==> config.mk <==
export PLATFORM = sky130hd
export DESIGN_NAME = sram_bridge
export DESIGN_NICKNAME = d
export VERILOG_FILES = /design/src/rtl/sram_bridge_pkg.sv /design/src/rtl/sram_seq.sv /design/src/rtl/sram_pins.sv /design/src/rtl/sram_capture.sv /design/src/rtl/sram_bridge.sv
export SDC_FILE = /design/constraint.sdc
export NUM_CORES = 1
export LEC_CHECK = 0
export BUFFER_PORTS_ARGS = -buffer_cell sky130_fd_sc_hd__buf_2
export CAP_MARGIN = 20
export CORE_MARGIN = 10
export CORE_UTILIZATION = 41
export CTS_CLUSTER_SIZE = 16
export DETAILED_ROUTE_END_ITERATION = 7
export PLACE_DENSITY = 0.68
export SETUP_SLACK_MARGIN = 0.2
export SKIP_LAST_GASP = 1
export SLEW_MARGIN = 20
export SYNTH_ARGS = -nofsm -noshare
export SYNTH_HDL_FRONTEND = slang
export SYNTH_SLANG_ARGS = --single-unit
==> constraint.sdc <==
create_clock -name clk -period 4.5 [get_ports clk]
set_input_delay 0.225 -clock clk [delete_from_list [all_inputs] [get_ports clk]]
set_output_delay 0.225 -clock clk [all_outputs]
set_load 0.01 [all_outputs]
==> src/rtl/sram_bridge_pkg.sv <==
package sram_bridge_pkg;

  typedef enum logic [2:0] {
    ST_IDLE,
    ST_WR_SETUP,
    ST_WR_PULSE,
    ST_WR_RECOV,
    ST_RD_SETUP,
    ST_RD_ACCESS,
    ST_RD_TURN
  } seq_state_e;

  function automatic int imax(input int a, input int b);
    return (a > b) ? a : b;
  endfunction

  // Ceiling of ns over the clock period; zero stays zero.
  function automatic int ns_to_cycles(input int ns, input int period);
    if (ns <= 0) return 0;
    return (ns + period - 1) / period;
  endfunction

endpackage

==> src/rtl/sram_seq.sv <==
module sram_seq
  import sram_bridge_pkg::*;
#(
  parameter int WP_CYC   = 13,
  parameter int REC_CYC  = 1,
  parameter int RD_CYC   = 14,
  parameter int TURN_CYC = 5,
  parameter int CNT_W    = 4
) (
  input  logic       clk,
  input  logic       rst,
  input  logic       req_valid,
  input  logic       req_write,
  output seq_state_e state_q,
  output seq_state_e state_d,
  output logic       phase_last,
  output logic       accept
);

  localparam logic [CNT_W-1:0] WP_LOAD   = CNT_W'(WP_CYC - 1);
  localparam logic [CNT_W-1:0] REC_LOAD  = CNT_W'(REC_CYC - 1);
  localparam logic [CNT_W-1:0] RD_LOAD   = CNT_W'(RD_CYC - 1);
  localparam logic [CNT_W-1:0] TURN_LOAD = CNT_W'(TURN_CYC - 1);

  logic [CNT_W-1:0] cnt_q;
  logic [CNT_W-1:0] load_val;
  logic             load_en;

  assign phase_last = (cnt_q == '0);
  assign accept     = (state_q == ST_IDLE) && req_valid;

  always_comb begin
    state_d  = state_q;
    load_en  = 1'b0;
    load_val = '0;
    unique case (state_q)
      ST_IDLE: begin
        if (req_valid) state_d = req_write ? ST_WR_SETUP : ST_RD_SETUP;
      end
      ST_WR_SETUP: begin
        state_d  = ST_WR_PULSE;
        load_en  = 1'b1;
        load_val = WP_LOAD;
      end
      ST_WR_PULSE: begin
        if (phase_last) begin
          state_d  = ST_WR_RECOV;
          load_en  = 1'b1;
          load_val = REC_LOAD;
        end
      end
      ST_WR_RECOV: begin
        if (phase_last) state_d = ST_IDLE;
      end
      ST_RD_SETUP: begin
        state_d  = ST_RD_ACCESS;
        load_en  = 1'b1;
        load_val = RD_LOAD;
      end
      ST_RD_ACCESS: begin
        if (phase_last) begin
          state_d  = ST_RD_TURN;
          load_en  = 1'b1;
          load_val = TURN_LOAD;
        end
      end
      ST_RD_TURN: begin
        if (phase_last) state_d = ST_IDLE;
      end
      default: state_d = ST_IDLE;
    endcase
  end

  always_ff @(posedge clk) begin
    if (rst) begin
      state_q <= ST_IDLE;
      cnt_q   <= '0;
    end else begin
      state_q <= state_d;
      if (load_en)          cnt_q <= load_val;
      else if (cnt_q != '0) cnt_q <= cnt_q - 1'b1;
    end
  end

endmodule

==> src/rtl/sram_pins.sv <==
module sram_pins
  import sram_bridge_pkg::*;
#(
  parameter int ADDR_W = 19,
  parameter int DATA_W = 8
) (
  input  logic              clk,
  input  logic              rst,
  input  seq_state_e        state_d,
  input  logic              accept,
  input  logic              req_write,
  input  logic [ADDR_W-1:0] req_addr,
  input  logic [DATA_W-1:0] req_wdata,
  output logic [ADDR_W-1:0] mem_addr,
  output logic              mem_ce_n,
  output logic              mem_we_n,
  output logic              mem_oe_n,
  output logic [DATA_W-1:0] mem_dq_out,
  output logic              mem_dq_oe
);

  logic nxt_wr, nxt_rd;

  assign nxt_wr = (state_d == ST_WR_PULSE);
  assign nxt_rd = (state_d == ST_RD_ACCESS);

  // Address and write byte only move while idle, so strobes are high.
  always_ff @(posedge clk) begin
    if (rst) begin
      mem_addr   <= '0;
      mem_dq_out <= '0;
    end else if (accept) begin
      mem_addr <= req_addr;
      if (req_write) mem_dq_out <= req_wdata;
    end
  end

  always_ff @(posedge clk) begin
    if (rst) begin
      mem_ce_n  <= 1'b1;
      mem_we_n  <= 1'b1;
      mem_oe_n  <= 1'b1;
      mem_dq_oe <= 1'b0;
    end else begin
      mem_ce_n  <= !(nxt_wr || nxt_rd);
      mem_we_n  <= !nxt_wr;
      mem_oe_n  <= !nxt_rd;
      mem_dq_oe <= nxt_wr;
    end
  end

endmodule

==> src/rtl/sram_capture.sv <==
module sram_capture
  import sram_bridge_pkg::*;
#(
  parameter int DATA_W = 8
) (
  input  logic              clk,
  input  logic              rst,
  input  seq_state_e        state_q,
  input  logic              phase_last,
  input  logic [DATA_W-1:0] mem_dq_in,
  output logic              rsp_valid,
  output logic [DATA_W-1:0] rsp_rdata
);

  logic fire;

  assign fire = (state_q == ST_RD_ACCESS) && phase_last;

  always_ff @(posedge clk) begin
    if (rst) begin
      rsp_valid <= 1'b0;
      rsp_rdata <= '0;
    end else begin
      rsp_valid <= fire;
      if (fire) rsp_rdata <= mem_dq_in;
    end
  end

endmodule

==> src/rtl/sram_bridge.sv <==
module sram_bridge
  import sram_bridge_pkg::*;
#(
  parameter int ADDR_W        = 19,
  parameter int DATA_W        = 8,
  parameter int CLK_PERIOD_NS = 4,
  parameter int T_WP_NS       = 45,
  parameter int T_AW_NS       = 50,
  parameter int T_WHZ_NS      = 20,
  parameter int T_DW_NS       = 25,
  parameter int T_WC_NS       = 55,
  parameter int T_RC_NS       = 55,
  parameter int T_AA_NS       = 55,
  parameter int T_HZ_NS       = 20
) (
  input  logic              clk,
  input  logic              rst,
  input  logic              req_valid,
  output logic              req_ready,
  input  logic              req_write,
  input  logic [ADDR_W-1:0] req_addr,
  input  logic [DATA_W-1:0] req_wdata,
  output logic              rsp_valid,
  output logic [DATA_W-1:0] rsp_rdata,
  output logic [ADDR_W-1:0] mem_addr,
  output logic              mem_ce_n,
  output logic              mem_we_n,
  output logic              mem_oe_n,
  output logic [DATA_W-1:0] mem_dq_out,
  output logic              mem_dq_oe,
  input  logic [DATA_W-1:0] mem_dq_in
);

  localparam int WP_NS    = imax(imax(T_WP_NS, T_AW_NS), T_WHZ_NS + T_DW_NS);
  localparam int WP_CYC   = imax(1, ns_to_cycles(WP_NS, CLK_PERIOD_NS));
  localparam int REC_CYC  = imax(1, ns_to_cycles(T_WC_NS, CLK_PERIOD_NS) - 1 - WP_CYC);
  localparam int RD_CYC   = imax(1, ns_to_cycles(imax(T_RC_NS, T_AA_NS), CLK_PERIOD_NS));
  localparam int TURN_CYC = imax(1, ns_to_cycles(T_HZ_NS, CLK_PERIOD_NS));
  localparam int MAX_CYC  = imax(imax(WP_CYC, REC_CYC), imax(RD_CYC, TURN_CYC));
  localparam int CNT_W    = $clog2(MAX_CYC + 1);

  seq_state_e state_q, state_d;
  logic       phase_last;
  logic       accept;

  assign req_ready = (state_q == ST_IDLE);

  sram_seq #(
    .WP_CYC  (WP_CYC),
    .REC_CYC (REC_CYC),
    .RD_CYC  (RD_CYC),
    .TURN_CYC(TURN_CYC),
    .CNT_W   (CNT_W)
  ) u_seq (
    .clk       (clk),
    .rst       (rst),
    .req_valid (req_valid),
    .req_write (req_write),
    .state_q   (state_q),
    .state_d   (state_d),
    .phase_last(phase_last),
    .accept    (accept)
  );

  sram_pins #(
    .ADDR_W(ADDR_W),
    .DATA_W(DATA_W)
  ) u_pins (
    .clk       (clk),
    .rst       (rst),
    .state_d   (state_d),
    .accept    (accept),
    .req_write (req_write),
    .req_addr  (req_addr),
    .req_wdata (req_wdata),
    .mem_addr  (mem_addr),
    .mem_ce_n  (mem_ce_n),
    .mem_we_n  (mem_we_n),
    .mem_oe_n  (mem_oe_n),
    .mem_dq_out(mem_dq_out),
    .mem_dq_oe (mem_dq_oe)
  );

  sram_capture #(
    .DATA_W(DATA_W)
  ) u_cap (
    .clk       (clk),
    .rst       (rst),
    .state_q   (state_q),
    .phase_last(phase_last),
    .mem_dq_in (mem_dq_in),
    .rsp_valid (rsp_valid),
    .rsp_rdata (rsp_rdata)
  );

endmodule

==> flow_summary.yaml <==
grt:
  grt_max_degree: 47
  antenna_found_initial: 0
  grt_pass1_wl_um: 7500
  grt_pass1_vias: 1598
  gr-usage-all-layers: 0.119
  overflow: 0
sta:
  post-route-min-period_ns: 2.19
  tns_ns: 0
  rsz0062_at_grt: "false"
  worst_pin_slew_ns: 0.819
  max-slew-margin-rel: 0.454
  setup_slack_ns: 2.31
  skew_ns: 0.00901
  setup_viol: 0
  hold_viol_final: 0
  drv_slew: 0
  period_share: 0.487
  max_freq_mhz: 457
setup_path:
  crit_family: "simple AND/OR/NAND/NOR gates"
  crit_chain: "inv_1, ha_1, nor3b_4, and3_1, mux2i_1, nor2_1"
  cp.required_ns: 4.65
  critPathBufInv: 1
  path_class: "reg2reg"
  arrival_ns: 2.34
  end_kind: "register"
  max_stage_delay_ns: 0.56
  slowest_stage: "and3_1"
  path_max_fanout: 16
  start_kind: "register"
yosys:
  yosysTopAreaCell: "dfxtp_1"
  netlist.area_leader.share: 0.495
  synthArstFlopShare: 0
  ys_ff_latch: 47
  synth_ff_type: "dfxtp_1"
  yosys-top-cells-area: "dfxtp_1 50%, mux2i_1 8.4%, nand2_1 7.9%"
  yosysSeqAreaShare: 0.495
  syn_area_per_cell_um2: 8.83
  synthCells: 215
  synth_edf_count: 0
  ys_types: 40
  syn_nets: 255
  yosys_warnings: 0
  syn_area_um2: 1900
finish:
  final_cell_area_um2: 2350
  multiInputGateArea_um2: 865
  diodes: 0
  register_area_um2: 941
  syn_to_final_growth_pct: 23.9
  nFillCells: 423
  nets: 327
  post_route_cells_drive_above_1_share: 0.315
clocking:
  htreeDepth: 2
  tritoncts: "built"
  clkSinkCount: 47
  clkTransAtPathRegs_ns: 0.08
  worstSkewPairLatency_ns: 0.29
  cts_buffer_depth: 2
  ctsRootBufferMaster: "clkbuf_8"
  post_cts_buffers: 0
  cts_made_buffers: 5
  cts_resized: 0
  postCtsHoldBufs: 0
place:
  hpwl_um: 3270
  place_ws_ns: 2.33
  placed_area_um2: 2280
  port-buffer-count: 79
  globalplace.congestion: 0.802
flow_run:
  maxCapViolCount: 0
die:
  coreArea_um2: 4410
  ios: 80
  initial_core_util: 0.430
  die_h_um: 88.1
  die_w_um: 88.1
  die_area_um2: 7750
  rows: 24
drt:
  route.detailed.drc: 0
  routed_wl_um: 4560
  vias_per_cell: 4.75
  vias: 1605
  drtIter0Drc: 81
  routedWlPerCell_um: 13.5
  postRouteAntennaNets: 0
  dr.pass1.iters: 5
run_status:
  status: "completed"
min_path:
  min_path_type: "in2reg"
power_and_ir_drop:
  peakVddDrop_mv: 0.234
  power.leakage_uw: 0.00105
  p_per_area_nw_per_um2: 559
==> cells in the final DEF (no fill, tap or decap), types with 2 or more instances in the layout <==
cell type,instances
or3_1,3
inv_1,3
mux2i_1,16
a211oi_1,2
dfxtp_1,47
clkbuf_8,5
nand2_1,40
buf_2,79
nand2b_1,6
and3_1,2
nor3_1,4
o21ai_0,2
nor2b_1,2
a21oi_1,28
nor2_1,24
==> cell type report <==
| type | count | area share |
|---|---|---|
| clock buffer | 5 | 0.0292 |
| clock inverter | 1 | 0.00319 |
| inverter | 3 | 0.00478 |
| multi-input combinational | 151 | 0.367 |
| sequential | 47 | 0.400 |
| tap | 52 | 0.0276 |
| timing repair buffer | 79 | 0.168 |
==> synthesized netlist by cell type (3+ instances only) <==
cell,number
nand2_1,40
a21oi_1,28
or3_1,3
dfxtp_1,47
mux2i_1,16
buf_2,3
nor2_1,24
inv_1,3
clkbuf_1,5
buf_4,3
nor3_1,4
nand2b_1,6
==> state kept, by name (all words and copies together) (netlist names) <==
signal / flops
u_pins.mem_addr: 19
u_cap.rsp_rdata: 8
u_pins.mem_dq_out: 8
u_seq.cnt_q: 4
u_seq.state_q: 3
u_cap.rsp_valid: 1
u_pins.mem_ce_n: 1
u_pins.mem_dq_oe: 1
u_pins.mem_oe_n: 1
u_pins.mem_we_n: 1
==> layer usage <==
layer	track usage	wire, um	vias to the layer above
li1	-	-	861
met1	0.140	2000	700
met2	0.189	2160	44
met3	0.0585	402	0
met4	0.0342	0	0
met5	0	0	-
==> metrics by stage <==
| step | power [uW] | util | std cells | hold slack, ns |
|---|---|---|---|---|
| detailed placement | 1090 | 0.516 | 332 | 0.443 |
| global placement | 1090 | 0.516 | 332 | 0.439 |
| floorplan | 972 | - | 215 | 0.361 |
| CTS | 1330 | 0.533 | 338 | 0.151 |
| global route | 1430 | 0.533 | 338 | 0.151 |
| finish | 1320 | 0.533 | 338 | 0.159 |
==> cells by family after synthesis <==
logic type | after synthesis | synth area share
and+or+nand+nor | 92 | 0.233
DFF | 47 | 0.495
AOI/OAI and AO/OA | 41 | 0.126
buffers and inverters | 17 | 0.0494
muxes | 16 | 0.0843
xor gates and xnor gates | 1 | 0.00461
adders and majority gates | 1 | 0.00659
==> worst reg2reg max path: stages, from the launching register on <==
cell and delay, ns:
dfxtp_1 0.35, inv_1 0.08, ha_1 0.21, nor3b_4 0.54, and3_1 0.57, mux2i_1 0.26
nor2_1 0.05
==> worst paths after layout <==
path | start | to | slack [ns] | cells after the start
max | u_seq.cnt_q[0] | u_cap.rsp_rdata[3] | 2.31 | 6
min | req_addr[3] | u_pins.mem_addr[3] | 0.16 | 3
max reg2reg | u_seq.cnt_q[0] | u_cap.rsp_rdata[3] | 2.31 | 6
min reg2reg | u_pins.mem_addr[5] | u_pins.mem_addr[5] | 0.45 | 2
==> power by group <==
part / switching, uW / internal, uW / leakage, uW / total (uW)
sequential: 84.9 / 497 / 0.000384 / 582
combinational: 271 / 227 / 0.000631 / 497
clock: 133 / 103 / 0.0000361 / 236
total: 488 / 827 / 0.00105 / 1320
No activity file was read; power rests on OpenSTA's default activity.
